`src/rtl/i2c_seq_pkg.sv`:
```
package i2c_seq_pkg;

  localparam int ADDR_W    = 10;
  localparam int STATUS_W  = 16;
  localparam int BUSY_BIT  = 8;
  localparam int RXV_BIT   = 5;
  localparam logic [4:0] TEN_PREFIX = 5'b11110;

  typedef enum logic [1:0] {
    CMD_START = 2'd0,
    CMD_WRITE = 2'd1,
    CMD_READ  = 2'd2,
    CMD_STOP  = 2'd3
  } cmdKind_t;

  typedef enum logic [3:0] {
    PH_IDLE, PH_START, PH_HDR, PH_LOW, PH_RSTART,
    PH_HDR_RD, PH_DATA, PH_STOP, PH_HELD
  } phase_t;

  typedef struct packed {
    logic txPop;
    logic rxPush;
  } dpStrobe_t;

endpackage

```
`src/rtl/seq_fifo.sv`:
```
module seq_fifo #(
  parameter int W     = 8,
  parameter int DEPTH = 16
) (
  input  logic                         clk,
  input  logic                         rstN,
  input  logic                         clr,
  input  logic                         push,
  input  logic [W-1:0]                 pushData,
  input  logic                         pop,
  output logic [W-1:0]                 head,
  output logic [$clog2(DEPTH+1)-1:0]   level
);
  localparam int PW = $clog2(DEPTH);
  localparam int LW = $clog2(DEPTH+1);

  logic [W-1:0]  mem [DEPTH];
  logic [PW-1:0] rdPtr, wrPtr;
  logic          doPush, doPop;

  function automatic logic [PW-1:0] nextPtr(input logic [PW-1:0] p);
    return (p == PW'(DEPTH-1)) ? '0 : p + 1'b1;
  endfunction

  assign doPush = push && (level != LW'(DEPTH));
  assign doPop  = pop && (level != '0);
  assign head   = mem[rdPtr];

  always_ff @(posedge clk) begin
    if (doPush) mem[wrPtr] <= pushData;
  end

  always_ff @(posedge clk) begin
    if (!rstN || clr) begin
      rdPtr <= '0;
      wrPtr <= '0;
      level <= '0;
    end else begin
      if (doPush) wrPtr <= nextPtr(wrPtr);
      if (doPop)  rdPtr <= nextPtr(rdPtr);
      case ({doPush, doPop})
        2'b10:   level <= level + 1'b1;
        2'b01:   level <= level - 1'b1;
        default: level <= level;
      endcase
    end
  end
endmodule

```
`src/rtl/seq_datapath.sv`:
```
module seq_datapath
  import i2c_seq_pkg::*;
#(
  parameter int DATA_W = 8,
  parameter int DEPTH  = 16,
  parameter int THRESH = 14
) (
  input  logic                       clk,
  input  logic                       rstN,
  input  logic                       clrFifo,
  input  logic                       txWrEn,
  input  logic [DATA_W-1:0]          txWrData,
  input  logic                       rxRdEn,
  input  dpStrobe_t                  strobe,
  input  logic [DATA_W-1:0]          rxByteIn,
  output logic [DATA_W-1:0]          txHead,
  output logic                       txEmpty,
  output logic [DATA_W-1:0]          rxHead,
  output logic                       rxFull,
  output logic                       rxValid,
  output logic [$clog2(DEPTH+1)-1:0] rxLevel,
  output logic                       evtData
);
  localparam int LW = $clog2(DEPTH+1);

  logic [LW-1:0] txLevel;
  logic          rxPopEff;

  seq_fifo #(.W(DATA_W), .DEPTH(DEPTH)) u_txFifo (
    .clk(clk), .rstN(rstN), .clr(clrFifo),
    .push(txWrEn), .pushData(txWrData), .pop(strobe.txPop),
    .head(txHead), .level(txLevel)
  );

  seq_fifo #(.W(DATA_W), .DEPTH(DEPTH)) u_rxFifo (
    .clk(clk), .rstN(rstN), .clr(clrFifo),
    .push(strobe.rxPush), .pushData(rxByteIn), .pop(rxRdEn),
    .head(rxHead), .level(rxLevel)
  );

  assign txEmpty  = (txLevel == '0);
  assign rxFull   = (rxLevel == LW'(DEPTH));
  assign rxValid  = (rxLevel != '0);
  assign rxPopEff = rxRdEn && rxValid;

  always_ff @(posedge clk) begin
    if (!rstN) evtData <= 1'b0;
    else evtData <= !clrFifo && strobe.rxPush && !rxPopEff &&
                    (rxLevel == LW'(THRESH - 1));
  end
endmodule

```
`src/rtl/seq_ctrl.sv`:
```
module seq_ctrl
  import i2c_seq_pkg::*;
#(
  parameter int DATA_W = 8,
  parameter int CNT_W  = 8
) (
  input  logic              clk,
  input  logic              rstN,
  input  logic              cfgMaster,
  input  logic              cfgDirRx,
  input  logic              cfgHold,
  input  logic              cfgAddr7,
  input  logic              addrWrEn,
  input  logic [ADDR_W-1:0] addrWrData,
  input  logic              sizeWrEn,
  input  logic [CNT_W-1:0]  sizeWrData,
  input  logic [DATA_W-1:0] txHead,
  input  logic              txEmpty,
  input  logic              rxFull,
  input  logic              engDone,
  input  logic              engNack,
  input  logic              engArbLost,
  output dpStrobe_t         strobe,
  output logic              cmdValid,
  output cmdKind_t          cmdKind,
  output logic [DATA_W-1:0] cmdByte,
  output logic              cmdNack,
  output logic [CNT_W-1:0]  sizeLeft,
  output logic              busActive,
  output logic              evtComplete,
  output logic              evtNack,
  output logic              evtArbLost
);
  phase_t            phase;
  logic              waiting;
  logic [ADDR_W-1:0] addrQ;
  logic              dirRxQ, addr7Q;
  logic              startReq, dataDone, byteOk;
  logic [DATA_W-1:0] hdrByte, hdrRdByte;

  assign startReq  = addrWrEn && cfgMaster && (phase == PH_IDLE || phase == PH_HELD);
  assign dataDone  = waiting && engDone && !engArbLost && (phase == PH_DATA);
  assign strobe.txPop  = dataDone && !dirRxQ && !engNack;
  assign strobe.rxPush = dataDone && dirRxQ;
  assign byteOk    = strobe.txPop || strobe.rxPush;
  assign busActive = (phase != PH_IDLE);

  assign hdrByte   = addr7Q ? {addrQ[6:0], dirRxQ} : {TEN_PREFIX, addrQ[9:8], 1'b0};
  assign hdrRdByte = {TEN_PREFIX, addrQ[9:8], 1'b1};

  always_ff @(posedge clk) begin
    if (!rstN)         sizeLeft <= '0;
    else if (sizeWrEn) sizeLeft <= sizeWrData;
    else if (byteOk)   sizeLeft <= sizeLeft - 1'b1;
  end

  always_ff @(posedge clk) begin
    if (!rstN) begin
      phase       <= PH_IDLE;
      waiting     <= 1'b0;
      addrQ       <= '0;
      dirRxQ      <= 1'b0;
      addr7Q      <= 1'b0;
      cmdValid    <= 1'b0;
      cmdKind     <= CMD_START;
      cmdByte     <= '0;
      cmdNack     <= 1'b0;
      evtComplete <= 1'b0;
      evtNack     <= 1'b0;
      evtArbLost  <= 1'b0;
    end else begin
      cmdValid    <= 1'b0;
      evtComplete <= 1'b0;
      evtNack     <= 1'b0;
      evtArbLost  <= 1'b0;
      if (startReq) begin
        addrQ   <= addrWrData;
        dirRxQ  <= cfgDirRx;
        addr7Q  <= cfgAddr7;
        phase   <= PH_START;
        waiting <= 1'b0;
      end else if (waiting) begin
        if (engDone) begin
          waiting <= 1'b0;
          if (engArbLost) begin
            evtArbLost <= 1'b1;
            phase      <= PH_IDLE;
          end else begin
            unique case (phase)
              PH_START:  phase <= PH_HDR;
              PH_RSTART: phase <= PH_HDR_RD;
              PH_HDR: begin
                if (engNack) begin
                  evtNack <= 1'b1;
                  phase   <= PH_STOP;
                end else phase <= addr7Q ? PH_DATA : PH_LOW;
              end
              PH_LOW: begin
                if (engNack) begin
                  evtNack <= 1'b1;
                  phase   <= PH_STOP;
                end else phase <= dirRxQ ? PH_RSTART : PH_DATA;
              end
              PH_HDR_RD: begin
                if (engNack) begin
                  evtNack <= 1'b1;
                  phase   <= PH_STOP;
                end else phase <= PH_DATA;
              end
              PH_DATA: begin
                if (!dirRxQ && engNack) begin
                  evtNack <= 1'b1;
                  phase   <= PH_STOP;
                end
              end
              PH_STOP: phase <= PH_IDLE;
              default: phase <= phase;
            endcase
          end
        end
      end else begin
        unique case (phase)
          PH_START, PH_RSTART: begin
            cmdValid <= 1'b1;
            cmdKind  <= CMD_START;
            cmdNack  <= 1'b0;
            waiting  <= 1'b1;
          end
          PH_HDR, PH_LOW, PH_HDR_RD: begin
            cmdValid <= 1'b1;
            cmdKind  <= CMD_WRITE;
            cmdNack  <= 1'b0;
            cmdByte  <= (phase == PH_HDR) ? hdrByte :
                        (phase == PH_LOW) ? addrQ[7:0] : hdrRdByte;
            waiting  <= 1'b1;
          end
          PH_DATA: begin
            if (sizeLeft == '0) begin
              evtComplete <= 1'b1;
              phase       <= cfgHold ? PH_HELD : PH_STOP;
            end else if (dirRxQ && !rxFull) begin
              cmdValid <= 1'b1;
              cmdKind  <= CMD_READ;
              cmdNack  <= (sizeLeft == CNT_W'(1));
              waiting  <= 1'b1;
            end else if (!dirRxQ && !txEmpty) begin
              cmdValid <= 1'b1;
              cmdKind  <= CMD_WRITE;
              cmdByte  <= txHead;
              cmdNack  <= 1'b0;
              waiting  <= 1'b1;
            end
          end
          PH_STOP: begin
            cmdValid <= 1'b1;
            cmdKind  <= CMD_STOP;
            cmdNack  <= 1'b0;
            waiting  <= 1'b1;
          end
          default: phase <= phase;
        endcase
      end
    end
  end
endmodule

```
`src/rtl/i2c_xfer_seq.sv`:
```
module i2c_xfer_seq
  import i2c_seq_pkg::*;
#(
  parameter int DATA_W      = 8,
  parameter int CNT_W       = 8,
  parameter int FIFO_DEPTH  = 16,
  parameter int DATA_THRESH = 14
) (
  input  logic                clk,
  input  logic                rstN,
  input  logic                cfgMaster,
  input  logic                cfgDirRx,
  input  logic                cfgHold,
  input  logic                cfgAddr7,
  input  logic                clrFifo,
  input  logic                addrWrEn,
  input  logic [ADDR_W-1:0]   addrWrData,
  input  logic                sizeWrEn,
  input  logic [CNT_W-1:0]    sizeWrData,
  input  logic                txWrEn,
  input  logic [DATA_W-1:0]   txWrData,
  input  logic                rxRdEn,
  output logic [DATA_W-1:0]   rxRdData,
  output logic                cmdValid,
  output logic [1:0]          cmdKind,
  output logic [DATA_W-1:0]   cmdByte,
  output logic                cmdNack,
  input  logic                engDone,
  input  logic                engNack,
  input  logic                engArbLost,
  input  logic [DATA_W-1:0]   engRxByte,
  output logic [STATUS_W-1:0] statusWord,
  output logic [CNT_W-1:0]    sizeLeft,
  output logic                evtComplete,
  output logic                evtData,
  output logic                evtNack,
  output logic                evtArbLost
);
  localparam int LW = $clog2(FIFO_DEPTH+1);

  dpStrobe_t         strobe;
  cmdKind_t          cmdKindE;
  logic [DATA_W-1:0] txHead;
  logic              txEmpty, rxFull, rxValid, busActive;
  logic [LW-1:0]     rxLevel;

  seq_ctrl #(.DATA_W(DATA_W), .CNT_W(CNT_W)) u_ctrl (
    .clk(clk), .rstN(rstN),
    .cfgMaster(cfgMaster), .cfgDirRx(cfgDirRx), .cfgHold(cfgHold), .cfgAddr7(cfgAddr7),
    .addrWrEn(addrWrEn), .addrWrData(addrWrData),
    .sizeWrEn(sizeWrEn), .sizeWrData(sizeWrData),
    .txHead(txHead), .txEmpty(txEmpty), .rxFull(rxFull),
    .engDone(engDone), .engNack(engNack), .engArbLost(engArbLost),
    .strobe(strobe), .cmdValid(cmdValid), .cmdKind(cmdKindE),
    .cmdByte(cmdByte), .cmdNack(cmdNack), .sizeLeft(sizeLeft),
    .busActive(busActive), .evtComplete(evtComplete),
    .evtNack(evtNack), .evtArbLost(evtArbLost)
  );

  seq_datapath #(.DATA_W(DATA_W), .DEPTH(FIFO_DEPTH), .THRESH(DATA_THRESH)) u_dp (
    .clk(clk), .rstN(rstN), .clrFifo(clrFifo),
    .txWrEn(txWrEn), .txWrData(txWrData), .rxRdEn(rxRdEn),
    .strobe(strobe), .rxByteIn(engRxByte),
    .txHead(txHead), .txEmpty(txEmpty), .rxHead(rxRdData),
    .rxFull(rxFull), .rxValid(rxValid), .rxLevel(rxLevel), .evtData(evtData)
  );

  assign cmdKind = cmdKindE;

  always_comb begin
    statusWord          = '0;
    statusWord[BUSY_BIT] = busActive;
    statusWord[RXV_BIT]  = rxValid;
  end
endmodule

```
`config.mk`:
```
export PLATFORM = sky130hd
export DESIGN_NAME = i2c_xfer_seq
export DESIGN_NICKNAME = d
export VERILOG_FILES = /design/src/rtl/i2c_seq_pkg.sv /design/src/rtl/seq_fifo.sv /design/src/rtl/seq_datapath.sv /design/src/rtl/seq_ctrl.sv /design/src/rtl/i2c_xfer_seq.sv
export SDC_FILE = /design/constraint.sdc
export NUM_CORES = 1
export LEC_CHECK = 0
export BUFFER_PORTS_ARGS = -buffer_cell sky130_fd_sc_hd__buf_2
export CAP_MARGIN = 25
export CORE_UTILIZATION = 51
export CTS_BUF_LIST = sky130_fd_sc_hd__clkbuf_16
export DETAILED_ROUTE_END_ITERATION = 16
export PLACE_DENSITY = 0.69
export SLEW_MARGIN = 5
export SYNTH_ARGS = -nofsm -noshare
export SYNTH_HDL_FRONTEND = slang
export SYNTH_HIERARCHICAL = 1
export SYNTH_SLANG_ARGS = --single-unit
export TNS_END_PERCENT = 50
```
`constraint.sdc`:
```
create_clock -name clk -period 5.71 [get_ports clk]
set_input_delay 0.571 -clock clk [delete_from_list [all_inputs] [get_ports clk]]
set_output_delay 0.571 -clock clk [all_outputs]
set_load 0.005 [all_outputs]
```
# == Word-level counts from Yosys, hierarchy flattened ==
# Memory sizes are Yosys's and may differ from the RTL's. A register that Yosys moved wholly into a read port is not among the register bits.
# Cells that the tools add are included.
# totals
regBits,67
ramBits,256
in_bits,48
word_cells,182
mem_count,2
# memory_table
memory,words,word_bits,rd,rd_clocked_by_memory_dff,write_ports,line,rtl
u_dp.u_rxFifo.mem,16,8,1,1,1,seq_fifo.sv:17,logic [W-1:0] mem [DEPTH];
u_dp.u_txFifo.mem,16,8,1,1,1,seq_fifo.sv:17,
# classes
n_addsub,9
eq_ne,29
n_mux,56
bitwise_logic,5
reduce_logical,60
# op_table
op,count
two-way mux 4 bit,17
two-way mux 8 bit,8
case mux 4 bit (7 select lines),1
"equality test 4 bit, second input constant",5
case mux 5 bit (2 select lines),2
AND reduction 5 bit,4
logical AND 1 bit,18
two-way mux 1 bit,18
"adder 4 x 1 -> 4 bit, second input constant",4
"equality test 4 x 3 -> 1 bit, second input constant",4
case mux 8 bit (2 select lines),1
"!= test 5 bit, second input constant",3
nonzero test 2 bit,7
"adder 5 x 1 -> 5 bit, second input constant",2
nonzero test 5 bit,2
"subtractor 5 x 1 -> 5 bit, second input constant",2
nonzero test 9 bit,1
"equality test 4 x 2 -> 1 bit, second input constant",2
"equality test 8 x 1 -> 1 bit, second input constant",1
logical NOT 1 bit,8
logical NOT 8 bit,1
two-way mux 2 bit,4
"!= test 2 bit, second input constant",4
case mux 2 bit (4 select lines),1
23 further kinds,39

# == Longest topological paths before layout ==
# depth
ltp_word,8
mapped_depth,14
depth_no_buf,12

# == Hierarchy ==
# Netlist, hierarchy kept.
# modules_own_cells
module,instances,cells_per_inst,area_each_um2
seq_fifo,2,295,5914.4
seq_ctrl,1,264,2187.1
i2c_xfer_seq,1,17,123.9
seq_datapath,1,10,83.8

# == Least setup slack after synthesis ==
# OpenSTA, ideal clock, no wires.
# synth_path
kind,register to register
start,register u_ctrl.phase[1]
end,register u_dp.u_rxFifo.level[2]
setup_ns,0.071
arrival_ns,2.749
slack_ns,2.890
stages_incl_launch_ff,14
n_path_buf,2
synth_period_minus_slack_ns,2.820
cell_sequence,dfxtp_1 nor4bb_1 buf_2 and3_1 o21a_1 clkinv_2 ha_1 buf_2 xor2_1 ha_1 a21oi_1 xor2_1 or3_1 a21oi_1
# synth_rtl
element,line,rtl
"start, declared",seq_ctrl.sv:34,phase_t phase;
"start signal, assigned",seq_ctrl.sv:96,end else phase <= addr7Q ? PH_DATA : PH_LOW;
"start signal, assigned",seq_ctrl.sv:102,end else phase <= dirRxQ ? PH_RSTART : PH_DATA;
"start signal, assigned",seq_ctrl.sv:117,default: phase <= phase;
"end signal, assigned",seq_fifo.sv:42,2'b10: level <= level + 1'b1;
"end signal, assigned",seq_fifo.sv:43,2'b01: level <= level - 1'b1;
"end signal, assigned",seq_fifo.sv:44,default: level <= level;
"end, declared",seq_fifo.sv:12,output logic [$clog2(DEPTH+1)-1:0] level

==> impl_metrics.csv <==
group,metric,value,unit
sta,finalClockSkew,0.0162,ns
detailed_routing,via_per_inst,5.79,
floorplanning,dieArea,28600,µm²
run_status,status,"finished, final reports clean",
clock_network,cts_resized,0,
floorplanning,dieHeight,169,µm
sta,setup_viol,0,
setup_path,cp_max_fo,21,
placement,dp_hpwl,18400,µm
detailed_routing,antenna_left,0,
yosys,synth_edf_count,256,
pwr,p_per_area,319,nW/µm²
floorplanning,rows,60,
clock_network,cts-root-buf,"clkbuf_16",
yosys,synth_common_cells,"edfxtp_1 (256), dfxtp_1 (75), nand2_1 (63)",
detailed_routing,drc,0,
cells_and_area,final_layout_size_suffix_gt1_share,19.1,%
yosys,post-synth-top-count-cell,"edfxtp_1",
pwr,p_clk_share,43.4,%
setup_path,reg2reg_setup_slack,2.22,ns
detailed_routing,routed_wl,28300,µm
sta,rsz0062_at_grt,"false",
clock_network,clock_sinks,331,
clock_network,cts_setup_buffers,0,
sta,fin_crit_sh,61.1,%
setup_path,cp-start-kind,"register",
sta,fmax,287,MHz
grt,grt_max_degree,45,
pwr,intPower,4.03,mW
clock_network,h-tree-depth,2,
setup_path,crit_type,"reg -> reg",
placement,gp_congestion,0.817,
sta,max_slew_margin,41.5,%
grt,grt_pass1_wl,43600,µm
yosys,ys_ff_latch,331,
cells_and_area,syn2layout_area_growth,12.1,%
cells_and_area,diodes,0,
flow_run,drv_cap,0,
setup_path,crit_chain,"nor4bb_1 -> buf_4 -> and3_1 -> o21a_1 -> clkinv_2 -> ha_1 -> xor2_1 -> ha_1 -> a21oi_1 -> xor2_1 -> or3_1 -> a21oi_1",
setup_path,cp.arrival,3.92,ns
yosys,ys_top_cells_by_area,"edfxtp_1 (54%), dfxtp_1 (11%), mux4_1 (8.9%), mux4_2 (5.1%), nand2_1 (1.7%)",
clock_network,cts_buffers,35,
clock_network,clock_latency,0.52,ns
pwr,power_frac_comb,4.3,%
floorplanning,start_util,52.3,%
grt,grt_overflow_total,0,
setup_path,end_kind,"register",
setup_path,critPathTopFamily,"simple AND/OR/NAND/NOR gates",
yosys,avgSynthCellArea,16.1,µm²
detailed_routing,first_pass_iters,7,
sta,setup-tns-final,0,ns
grt,grt_usage,20.2,%
pwr,p_sw,1.05,mW
setup_path,required,6.14,ns
yosys,synth_cell_type_count,70,
detailed_routing,drtIter0Drc,512,
floorplanning,die_w,169,µm
yosys,yosysTopAreaCellShare,54.0,%
cells_and_area,fillCellCount,2076,
floorplanning,ios,96,
clock_network,cts-hold-fix-buffers,0,
setup_path,max_stage_delay,0.70,ns
setup_path,path_buf_inv,2,
clock_network,cts_tree,"built",
worst_hold_path,holdCritPathClass,"in -> reg",
yosys,synth_flop_cell,"edfxtp_1",
clock_network,ctsLongestPathBuffers,3,
sta,fin_ws,2.22,ns
setup_path,cp_slowest_cell,"dfxtp_1",
cells_and_area,nets,1022,
placement,portBuffers,81,
yosys,synth-seq-area-share,64.6,%
yosys,yosys_warnings,6,
sta,drv_slew,0,
pwr,vdd_drop_max,0.242,mV
pwr,p_leak,5.57,nW
clock_network,clkTransAtPathRegs,0.06,ns
grt,antenna_found_initial,0,
yosys,async_flop_share,0,%
yosys,synth_cells,881,
detailed_routing,route.vias.total,7835,
sta,min_period,3.49,ns
placement,pre_cts_ws,2.24,ns
grt,first_global_vias,7615,
sta,hold_viol,0,
yosys,netlist_area,14200,µm²
floorplanning,core-area,27200,µm²
detailed_routing,wl_per_cell,20.9,µm
yosys,yosysTopAreaCell,"edfxtp_1",
pwr,swShare,20.7,%
sta,worst_pin_slew,0.875,ns
pwr,pwr-share-seq,52.3,%
[area by class of cell]
| cell class | instances | area, µm² | area share, % |
|---|---|---|---|
| flip-flops and latches | 331 | 9190 | 57.6 |
| multi-input cells | 482 | 4610 | 28.9 |
| clock buffers | 36 | 901 | 5.65 |
| repair buffers | 88 | 480 | 3.01 |
| well taps | 372 | 465 | 2.92 |
| clock inverters | 26 | 234 | 1.47 |
| inverters | 18 | 70.1 | 0.439 |
[cell families after synthesis]
group           count (synthesis)  share of synthesized area (%)
xor+xnor                       19                           1.17
simple gates                  216                           8.29
fa+ha+maj                      18                           1.58
flops                         331                           64.6
mux                            93                           14.9
buf+inv                        81                           3.33
compound gates                122                           6.12
other cells                     1                         0.0264
[stage by stage]
step | hold WS [ns] | utilization [%] | power, mW | cell area [µm²] | instances
after floorplan | 0.435 | - | 2.84 | 14300 | 894
after global placement | 0.438 | 54.4 | 2.92 | 14800 | 1288
after detailed placement | 0.444 | 54.4 | 2.93 | 14800 | 1289
after CTS | 0.285 | 58.5 | 5.13 | 15900 | 1351
after global routing | 0.295 | 58.7 | 5.24 | 16000 | 1353
final | 0.304 | 58.7 | 5.08 | 16000 | 1353
[path summary, 6_finish.rpt]
path | startpoint | endpoint | cells after the start
hold / removal | addrWrData[3] | u_ctrl/addrQ[3]$_SDFFE_PN0P_ | 3
hold reg to reg | u_ctrl/cmdByte[5]$_SDFFE_PN0P_ | u_ctrl/cmdByte[5]$_SDFFE_PN0P_ | 2
setup reg to reg | u_ctrl/phase[2]$_SDFFE_PP0P_ | u_dp/u_rxFifo/level[2]$_SDFFE_PP0P_ | 12
setup / recovery | u_ctrl/phase[2]$_SDFFE_PP0P_ | u_dp/u_rxFifo/level[2]$_SDFFE_PP0P_ | 12
[cells in the final DEF, fill, tap and decap left out, types with 7 or more instances in the layout]
cell       instances
or3_1              7
nand2_1           63
conb_1            14
o2111ai_1          8
dfxtp_1           73
a21boi_1          15
nand2b_1          12
mux2i_1           10
edfxtp_1         256
nand3_1           12
nor3_1            14
nor2_1            32
mux4_1            48
buf_2             82
o21ai_0           11
a21oi_1           29
nor2b_1            8
inv_1             24
xor2_1            16
mux4_2            32
clkbuf_16         36
o211a_1            8
and3_1            17
ha_1              18
o211ai_1           7
and2_1            14
[tightest hold or removal path, stage by stage]
cell and delay [ns]:
buf_2 0.10, nand2_1 0.05, a21boi_1 0.05
[state kept, by name (all words and copies together) (netlist names), named ones only]
name                 cells
u_ctrl/cmdKind           2
u_ctrl/addrQ            10
u_dp/u_txFifo/wrPtr      4
u_dp/u_rxFifo/mem      128
u_ctrl/sizeLeft          8
u_dp/evtData             1
u_dp/u_rxFifo/wrPtr      4
u_dp/u_txFifo/mem      128
u_ctrl/evtNack           1
u_ctrl/addr7Q            1
u_ctrl/cmdValid          1
u_ctrl/dirRxQ            1
u_dp/u_rxFifo/level      5
u_dp/u_txFifo/rdPtr      4
u_ctrl/evtArbLost        1
u_dp/u_txFifo/level      5
u_ctrl/cmdByte           8
u_ctrl/phase             4
u_ctrl/evtComplete       1
u_ctrl/waiting           1
u_ctrl/cmdNack           1
u_dp/u_rxFifo/rdPtr      4
[power groups by stage]
stage	Sequential (mW)	Combinational [mW]	Clock [mW]
after floorplan	2.69	0.154	0
after global placement	2.71	0.212	0
after detailed placement	2.71	0.216	0
after CTS	2.66	0.217	2.26
after global routing	2.66	0.240	2.34
final	2.66	0.216	2.21
[layer usage]
metal | track usage [%] | share of wire [%] | vias up | wire (µm)
met4 | 5.25 | 1.6 | 0 | 444
met5 | 0 | 0 | - | 0
met1 | 28.6 | 45 | 3916 | 12600
met2 | 32.8 | 48 | 254 | 13600
met3 | 3.25 | 5.8 | 36 | 1630
li1 | - | - | 3629 | -
Note: power is estimated with default switching activity, not from simulation.
